[src/rtl/twi_eeprom_pkg.sv]
package twi_eeprom_pkg;

  typedef enum logic [3:0] {
    S_IDLE,
    S_DEV,
    S_DEV_ACK,
    S_WADDR,
    S_WADDR_ACK,
    S_WDATA,
    S_WDATA_ACK,
    S_RDATA,
    S_RD_ACK,
    S_WAIT_STOP
  } twi_state_e;

  localparam logic [3:0] DEV_TYPE = 4'b1010;
  localparam int         SEL_W    = 3;

endpackage

[src/rtl/twi_line_cond.sv]
module twi_line_cond #(
  parameter int SYNC_STAGES = 2
) (
  input  logic clk,
  input  logic rst,
  input  logic scl_in,
  input  logic sda_in,
  output logic sda_lvl,
  output logic scl_rise,
  output logic scl_fall,
  output logic start_det,
  output logic stop_det
);

  logic [SYNC_STAGES-1:0] scl_q, sda_q;
  logic scl_p, sda_p, scl_s;

  // Idle bus is high on both lines, so reset to ones
  always_ff @(posedge clk) begin
    if (rst) begin
      scl_q <= '1;
      sda_q <= '1;
      scl_p <= 1'b1;
      sda_p <= 1'b1;
    end else begin
      scl_q <= {scl_q[SYNC_STAGES-2:0], scl_in};
      sda_q <= {sda_q[SYNC_STAGES-2:0], sda_in};
      scl_p <= scl_q[SYNC_STAGES-1];
      sda_p <= sda_q[SYNC_STAGES-1];
    end
  end

  assign scl_s     = scl_q[SYNC_STAGES-1];
  assign sda_lvl   = sda_q[SYNC_STAGES-1];
  assign scl_rise  = scl_s & ~scl_p;
  assign scl_fall  = ~scl_s & scl_p;
  assign start_det = scl_s & scl_p & sda_p & ~sda_lvl;
  assign stop_det  = scl_s & scl_p & ~sda_p & sda_lvl;

endmodule

[src/rtl/twi_byte_store.sv]
module twi_byte_store #(
  parameter int AW = 8,
  parameter int DW = 8
) (
  input  logic          clk,
  input  logic          we,
  input  logic [AW-1:0] waddr,
  input  logic [DW-1:0] wdata,
  input  logic [AW-1:0] raddr,
  output logic [DW-1:0] rdata
);

  localparam int DEPTH = 1 << AW;

  logic [DW-1:0] mem [DEPTH];

  // One write port and one registered read port, so block RAM can be inferred
  always_ff @(posedge clk) begin
    if (we) mem[waddr] <= wdata;
    rdata <= mem[raddr];
  end

endmodule

[src/rtl/twi_eeprom_target.sv]
module twi_eeprom_target
  import twi_eeprom_pkg::*;
#(
  parameter int ADDR_W      = 8,       // word address width, at most 8
  parameter int PAGE_BYTES  = 8,
  parameter int WR_CLKS     = 625000,  // busy length in system clocks, > PAGE_BYTES
  parameter int SYNC_STAGES = 2
) (
  input  logic             clk,
  input  logic             rst,
  input  logic             scl_in,
  input  logic             sda_in,
  input  logic [SEL_W-1:0] dev_sel,
  input  logic             wp_hold,
  output logic             sda_oe
);

  localparam int OFS_W  = $clog2(PAGE_BYTES);
  localparam int PAGE_W = ADDR_W - OFS_W;
  localparam int BUSY_W = $clog2(WR_CLKS + 1);

  logic sda_lvl, scl_rise, scl_fall, start_det, stop_det;

  twi_line_cond #(.SYNC_STAGES(SYNC_STAGES)) u_cond (
    .clk(clk), .rst(rst), .scl_in(scl_in), .sda_in(sda_in),
    .sda_lvl(sda_lvl), .scl_rise(scl_rise), .scl_fall(scl_fall),
    .start_det(start_det), .stop_det(stop_det)
  );

  twi_state_e              state;
  logic [7:0]              sh;
  logic [3:0]              cnt;
  logic [ADDR_W-1:0]       addr;
  logic                    is_read, mack;
  logic [7:0]              pbuf [PAGE_BYTES];
  logic [PAGE_BYTES-1:0]   pmask;
  logic [PAGE_W-1:0]       page;
  logic                    busy;
  logic [BUSY_W-1:0]       bcnt;
  logic [OFS_W:0]          cidx;
  logic [7:0]              rdata;
  logic                    mem_we, take_byte, on_bus;

  assign on_bus    = ~start_det & ~stop_det;
  assign take_byte = on_bus && state == S_WDATA && scl_fall && cnt == 4'd8;
  assign mem_we    = busy && !cidx[OFS_W] && pmask[cidx[OFS_W-1:0]];

  twi_byte_store #(.AW(ADDR_W), .DW(8)) u_store (
    .clk(clk), .we(mem_we),
    .waddr({page, cidx[OFS_W-1:0]}), .wdata(pbuf[cidx[OFS_W-1:0]]),
    .raddr(addr), .rdata(rdata)
  );

  // Page buffer: plain storage, no reset needed
  always_ff @(posedge clk) begin
    if (take_byte) pbuf[addr[OFS_W-1:0]] <= sh;
  end

  always_ff @(posedge clk) begin
    if (rst) begin
      state   <= S_IDLE;
      sda_oe  <= 1'b0;
      sh      <= '0;
      cnt     <= '0;
      addr    <= '0;
      is_read <= 1'b0;
      mack    <= 1'b0;
      pmask   <= '0;
      page    <= '0;
      busy    <= 1'b0;
      bcnt    <= '0;
      cidx    <= '0;
    end else begin
      // Self-timed commit: one buffered byte per clock, then wait out the rest
      if (busy) begin
        if (!cidx[OFS_W]) cidx <= cidx + 1'b1;
        if (bcnt == BUSY_W'(WR_CLKS - 1)) begin
          busy  <= 1'b0;
          pmask <= '0;
        end else begin
          bcnt <= bcnt + 1'b1;
        end
      end

      if (stop_det) begin
        state  <= S_IDLE;
        sda_oe <= 1'b0;
        if (!busy && |pmask) begin
          if (!wp_hold) begin
            busy <= 1'b1;
            bcnt <= '0;
            cidx <= '0;
          end else begin
            pmask <= '0;
          end
        end
      end else if (start_det) begin
        state  <= S_DEV;
        cnt    <= '0;
        sda_oe <= 1'b0;
      end else begin
        case (state)
          S_DEV, S_WADDR, S_WDATA: begin
            if (scl_rise) begin
              sh  <= {sh[6:0], sda_lvl};
              cnt <= cnt + 4'd1;
            end else if (scl_fall && cnt == 4'd8) begin
              sda_oe <= 1'b1;
              if (state == S_DEV) begin
                if (sh[7:4] == DEV_TYPE && sh[3:1] == dev_sel && !busy) begin
                  is_read <= sh[0];
                  state   <= S_DEV_ACK;
                end else begin
                  sda_oe <= 1'b0;
                  state  <= S_WAIT_STOP;
                end
              end else if (state == S_WADDR) begin
                addr  <= sh[ADDR_W-1:0];
                pmask <= '0;
                state <= S_WADDR_ACK;
              end else begin
                pmask[addr[OFS_W-1:0]] <= 1'b1;
                page  <= addr[ADDR_W-1:OFS_W];
                addr  <= {addr[ADDR_W-1:OFS_W], addr[OFS_W-1:0] + 1'b1};
                state <= S_WDATA_ACK;
              end
            end
          end
          S_DEV_ACK: begin
            if (scl_fall) begin
              cnt <= '0;
              if (is_read) begin
                sh     <= rdata;
                sda_oe <= ~rdata[7];
                addr   <= addr + 1'b1;
                state  <= S_RDATA;
              end else begin
                sda_oe <= 1'b0;
                state  <= S_WADDR;
              end
            end
          end
          S_WADDR_ACK, S_WDATA_ACK: begin
            if (scl_fall) begin
              sda_oe <= 1'b0;
              cnt    <= '0;
              state  <= S_WDATA;
            end
          end
          S_RDATA: begin
            if (scl_rise) begin
              cnt <= cnt + 4'd1;
            end else if (scl_fall) begin
              if (cnt == 4'd8) begin
                sda_oe <= 1'b0;
                cnt    <= '0;
                state  <= S_RD_ACK;
              end else begin
                sh     <= {sh[6:0], 1'b0};
                sda_oe <= ~sh[6];
              end
            end
          end
          S_RD_ACK: begin
            if (scl_rise) begin
              mack <= ~sda_lvl;
            end else if (scl_fall) begin
              if (mack) begin
                sh     <= rdata;
                sda_oe <= ~rdata[7];
                addr   <= addr + 1'b1;
                cnt    <= '0;
                state  <= S_RDATA;
              end else begin
                state <= S_WAIT_STOP;
              end
            end
          end
          default: ;
        endcase
      end
    end
  end

  // output enable moves only after a clock fall or a bus condition
  a_r3_oe_moves_after_fall: assert property (@(posedge clk) disable iff (rst)
    (sda_oe != $past(sda_oe)) |-> ($past(scl_fall) || $past(start_det) || $past(stop_det)));

  // an address acknowledge is only given for a matching address word
  a_r4_ack_only_on_match: assert property (@(posedge clk) disable iff (rst)
    (state == S_DEV_ACK && sda_oe) |-> (sh[7:1] == {DEV_TYPE, dev_sel}));

  // the busy period starts only one cycle after a stop
  a_r9_busy_from_stop: assert property (@(posedge clk) disable iff (rst)
    $rose(busy) |-> $past(stop_det));

  // no address acknowledge while busy
  a_r9_no_ack_busy: assert property (@(posedge clk) disable iff (rst)
    busy |-> state != S_DEV_ACK);

  // a protected stop never starts a busy period
  a_r8_wp_no_busy: assert property (@(posedge clk) disable iff (rst)
    (stop_det && wp_hold && !busy) |=> !busy);

endmodule

[config.mk]
export PLATFORM = sky130hd
export DESIGN_NAME = twi_eeprom_target
export DESIGN_NICKNAME = d
export VERILOG_FILES = /design/src/rtl/twi_eeprom_pkg.sv /design/src/rtl/twi_line_cond.sv /design/src/rtl/twi_byte_store.sv /design/src/rtl/twi_eeprom_target.sv
export SDC_FILE = /design/constraint.sdc
export NUM_CORES = 2
export LEC_CHECK = 0
export BUFFER_PORTS_ARGS = -buffer_cell sky130_fd_sc_hd__buf_2
export CORE_UTILIZATION = 35
export CTS_BUF_LIST = sky130_fd_sc_hd__clkbuf_8
export CTS_CLUSTER_DIAMETER = 60
export DETAILED_ROUTE_END_ITERATION = 7
export PLACE_DENSITY = 0.6
export SYNTH_ARGS = -nofsm -noshare
export SYNTH_HDL_FRONTEND = slang
export SYNTH_SLANG_ARGS = --single-unit
[constraint.sdc]
create_clock -name clk -period 11.3 [get_ports clk]
set_clock_uncertainty 0.05 [all_clocks]
set_input_delay 0.565 -clock clk [delete_from_list [all_inputs] [get_ports clk]]
set_output_delay 0.565 -clock clk [all_outputs]
set_load 0.02 [all_outputs]
== After elaboration in Yosys (flattened, before gate mapping) ==
Memories as Yosys holds them, arrays and structs flattened. A register that Yosys moved wholly into a read port is not among the register bits.
Index checks and enable logic that the tools add are counted.

* Multiplexer cells: 96
* Order comparisons: 3
* Bitwise operators: 20
* $add $sub $neg: 5
* Equality and inequality tests: 41
* Reduce and logical (&&, ||, !) cells: 33

{| class="wikitable"
|+ Operators by type and width
! cell !! count
|-
| $mux 8 || 30
|-
| $mux 4 || 26
|-
| $mux 20 || 5
|-
| $ne 3x3->1 const B || 11
|-
| $pmux 8 s4 || 1
|-
| $ne 2x2->1 const B || 15
|-
| $reduce_and 10->1 || 3
|-
| $mux 1 || 25
|-
| $pmux 8 s3 || 1
|-
| $reduce_and 12->1 || 2
|-
| $add 20x1->20 const B || 1
|-
| $eq 20x20->1 const B || 1
|-
| $pmux 4 s5 || 1
|-
| $eq 4x3->1 const B || 4
|-
| $pmux 4 s4 || 1
|-
| $reduce_and 7->1 || 2
|-
| $eq 4x4->1 const B || 3
|-
| $not 1->1 || 11
|-
| $reduce_and 11->1 || 1
|-
| $logic_and 1x1->1 || 10
|-
| $reduce_bool 5->1 || 2
|-
| $reduce_and 9->1 || 1
|-
| $reduce_or 3->1 || 3
|-
| $add 4x1->4 const B || 2
|-
| other kinds (23) || 36
|}

* Output and inout port bits: 1
* Input port bits: 8
* Memories: 2
* Logic and storage cells: 218
* Bits in writable memories: 2112
* Register bits after elaboration: 71

{| class="wikitable"
|+ Memories
! memory !! depth !! width !! rd ports !! clocked after Yosys merged registers in !! write ports !! RTL line !! text
|-
| u_store.mem || 256 || 8 || 1 || 1 || 1 || twi_byte_store.sv:15 || <nowiki>logic [DW-1:0] mem [DEPTH];</nowiki>
|-
| pbuf || 8 || 8 || 1 || 1 || 1 || twi_eeprom_target.sv:35 || <nowiki>logic [7:0] pbuf [PAGE_BYTES];</nowiki>
|}

== Longest topological paths before layout ==
* Depth after elaboration: 12
* Gate-level depth with buffers: 13

== Modules after synthesis ==
Synthesis repeated with hierarchy kept, for this count alone.

* Cell total of the unflattened synthesis: 4317
* Area total of the unflattened synthesis: 86102.6 µm²

{| class="wikitable"
|+ Modules (own cells, without submodules)
! module !! times used !! cells each !! area an instance (µm²) !! sequential area each (µm²)
|-
| twi_byte_store || 1 || 3733 || 79556.3 || 61659.1
|-
| twi_eeprom_target || 1 || 568 || 6356.1 || 3223.1
|-
| twi_line_cond || 1 || 16 || 190.2 || 120.1
|}

== Least setup slack after synthesis ==
Ideal clock, no wire load.

* Path kind: register to register
* Start point: reg, netlist name cidx[0]
* End point: mem u_store.mem[0][0] (data pin)
* Stages on the path, launching flop included: 5
* Path buffers: 2
* Setup slack: 7330 ps
* Data arrival time: 3365 ps
* Cell sequence: dfxtp_1 buf_1 buf_2 mux4_2 mux2_2

{| class="wikitable"
|+ RTL lines
! item !! RTL line
|-
| end: declaration || twi_byte_store.sv:15
|}

==> impl_metrics.json <==
{
  "outcome": "complete, no violations",
  "syn_nets": 5309,
  "rows": 181,
  "worst_slew_pin_slew_ns": 1.415,
  "startpoint_type": "flip-flop",
  "async_reset_ff_frac": 0,
  "syn2layout_area_growth_pct": 11.39,
  "ios": 9,
  "synth_edf_count": 2112,
  "dieWidth_um": 498.8,
  "cts_root_buffer": "clkbuf_8",
  "synth_flop_cell": "edfxtp_1",
  "cts_buffers": 364,
  "hold_buffers": 4,
  "track_usage": 0.2191,
  "die_y_um": 498.8,
  "post-route-drc-count": 0,
  "drtIter0Drc": 7859,
  "slew_headroom": 0.05636,
  "ir_drop_mv": 0.1148,
  "finalCriticalPeriod_ns": 5.159,
  "max_freq_ghz": 0.1939,
  "drive_above_1_share": 0.1450,
  "report.final.hold_viol_count": 0,
  "synthesis.area_um2": 86370,
  "netlist_instances": 5290,
  "grt_max_degree": 172,
  "rsz0062_at_grt": "no",
  "p_per_area_nw_per_um2": 168.1,
  "dieArea_um2": 248800,
  "antenna_found_initial": 13,
  "wl_met2_um": 126800,
  "wl_um": 279900,
  "via_per_inst": 5.966,
  "worstHoldPathType": "primary input to flip-flop",
  "clockBufferDepth": 4,
  "post_cts_buffers": 0,
  "yosys_warnings": 0,
  "wl_per_cell_um": 31.45,
  "cp_max_fo": 40,
  "nets": 5443,
  "finalCritPeriodShare": 0.4565,
  "cts_tree": "yes",
  "cts_resized": 0,
  "leakage_nw": 29.36,
  "via_count": 53107,
  "core_um2": 244400,
  "critPathArrivalTime_ns": 6.08,
  "cap_violations": 0,
  "critPathCaptureType": "flip-flop",
  "highest_layer": "met5",
  "clkTransAtPathRegs_ns": 0.07,
  "dpl.hpwl_um": 161000,
  "drv_slew": 0,
  "layout.cells.most_common_list": "edfxtp_1 (2112), nor2_1 (458), clkbuf_8 (375)",
  "critPathKind": "flip-flop to flip-flop",
  "routabilityCongestion": 0.8965,
  "synth-seq-area-share": 0.7526,
  "required_ns": 12.22,
  "synth-seq-cells": 2191,
  "route.layer.met1.wl_um": 107100,
  "final_util": 0.3937,
  "setup_viol": 0,
  "synth_area_per_cell_um2": 16.33,
  "h-tree-depth": 5,
  "grt_pass1_vias": 51068,
  "total_power_mw": 16.17,
  "portBuffers": 8,
  "grt_overflow": 0,
  "synth_cell_types": 95,
  "clkLatencyLatePin_ns": 1.10,
  "cts.sinks": 2191,
  "grt_pass1_wl_um": 392200,
  "initial_core_util": 0.3534,
  "postRouteAntennaNets": 0,
  "tns_ns": 0,
  "final_common_cell": "edfxtp_1",
  "drt_pre_antenna_iters": 7,
  "wl_met3_um": 33470
}
-- layer usage --
layer	vias to the layer above	global-route usage
li1	21521	-
met1	27026	0.2894
met2	3797	0.3369
met3	753	0.06105
met4	10	0.09461
met5	-	0
-- where the power goes --
| part | internal (mW) | leakage [nW] | total (mW) | switching [mW] |
|---|---|---|---|---|
| Combinational | 0.320 | 6.04 | 0.992 | 0.672 |
| Clock | 3.20 | 3.69 | 6.37 | 3.17 |
| Sequential | 8.77 | 19.6 | 8.81 | 0.0334 |
| Total | 12.3 | 29.4 | 16.2 | 3.88 |
-- worst max-delay path: stages (launching register included) --
cell	delay [ns]
dfxtp_4	0.77
buf_4	0.63
and3b_4	0.72
buf_4	0.54
buf_4	0.56
a222oi_1	0.22
a21boi_1	0.21
a211oi_1	0.63
a41oi_1	0.08
nor4bb_1	0.27
a22oi_2	0.24
-- registers in the layout, indices dropped and copies added, names as in the netlist --
register and count:
addr 8, bcnt 20, busy 1, cidx 4, cnt 4, is_read 1, mack 1, page 5
pbuf 64, pmask 8, sda_oe 1, sh 8, state 4, u_cond.scl_p 1, u_cond.scl_q 2, u_cond.sda_p 1
u_cond.sda_q 2, u_store.mem 2048, u_store.rdata 8
-- layout make-up --
| type | count | area, µm² |
|---|---|---|
| fillers | 22132 | 148200 |
| flip-flops and latches | 2191 | 65020 |
| multi-input cells | 2704 | 19580 |
| clock buffers | 375 | 5161 |
| well taps | 3202 | 4006 |
| clock inverters | 257 | 1205 |
| repair buffers | 140 | 1114 |
| inverters | 23 | 96.34 |
| diodes | 9 | 22.52 |
-- worst paths after layout --
| check | from | end | slack (ns) | depth (start not counted) |
|---|---|---|---|---|
| max | addr[2]$_SDFFE_PP0P_ | u_store.rdata[0]$_DFF_P_ | 6.14 | 10 |
| min | scl_in | u_cond.scl_q[0]$_SDFF_PP1_ | 0.21 | 3 |
| max reg2reg | addr[2]$_SDFFE_PP0P_ | u_store.rdata[0]$_DFF_P_ | 6.14 | 10 |
| min reg2reg | u_cond.scl_q[0]$_SDFF_PP1_ | u_cond.scl_q[1]$_SDFF_PP1_ | 0.37 | 1 |
-- synthesized netlist by cell type, types with 48 or more instances --
library cell / instances / area share
mux2i_1: 288 / 0.033
a221o_1: 55 / 0.0064
o211ai_1: 48 / 0.0042
nor2_1: 460 / 0.020
mux4_2: 55 / 0.014
a22o_1: 54 / 0.0055
a22oi_1: 183 / 0.016
nand2_1: 240 / 0.010
edfxtp_1: 2112 / 0.73
nand3_1: 66 / 0.0038
o2bb2ai_1: 54 / 0.0055
o21ai_0: 160 / 0.0093
a21oi_1: 237 / 0.014
a221oi_1: 175 / 0.018
buf_2: 136 / 0.0079
clkbuf_1: 125 / 0.0054
dfxtp_1: 79 / 0.018
mux2_2: 136 / 0.018
-- cell families (layout without fill, tap and decap cells) --
logic type                 Yosys count  in the layout  synth area share
AOI/OAI and AO/OA                 1235           1235            0.1047
xor gates and xnor gates            23             23          0.002332
adders and majority gates           11             11          0.001594
buffers and inverters              395            795           0.02373
DFF                               2191           2191            0.7526
muxes                              490            490           0.06702
other                                0              9                 0
and+or+nand+nor                    945            945           0.04797
-- through the flow --
step                      setup slack [ns]  cells  hold slack, ns  instance area (µm²)
after floorplan                      7.330   5290          0.3395                86370
after global placement               6.352   8255          0.3584                89770
after detailed placement             6.409   8256          0.3518                89780
after CTS                            6.356   8892          0.1454                96180
final                                6.141   8901          0.2093                96210
after global routing                 6.164   8893          0.1966                96190
No activity file was read; power rests on OpenSTA's default activity.
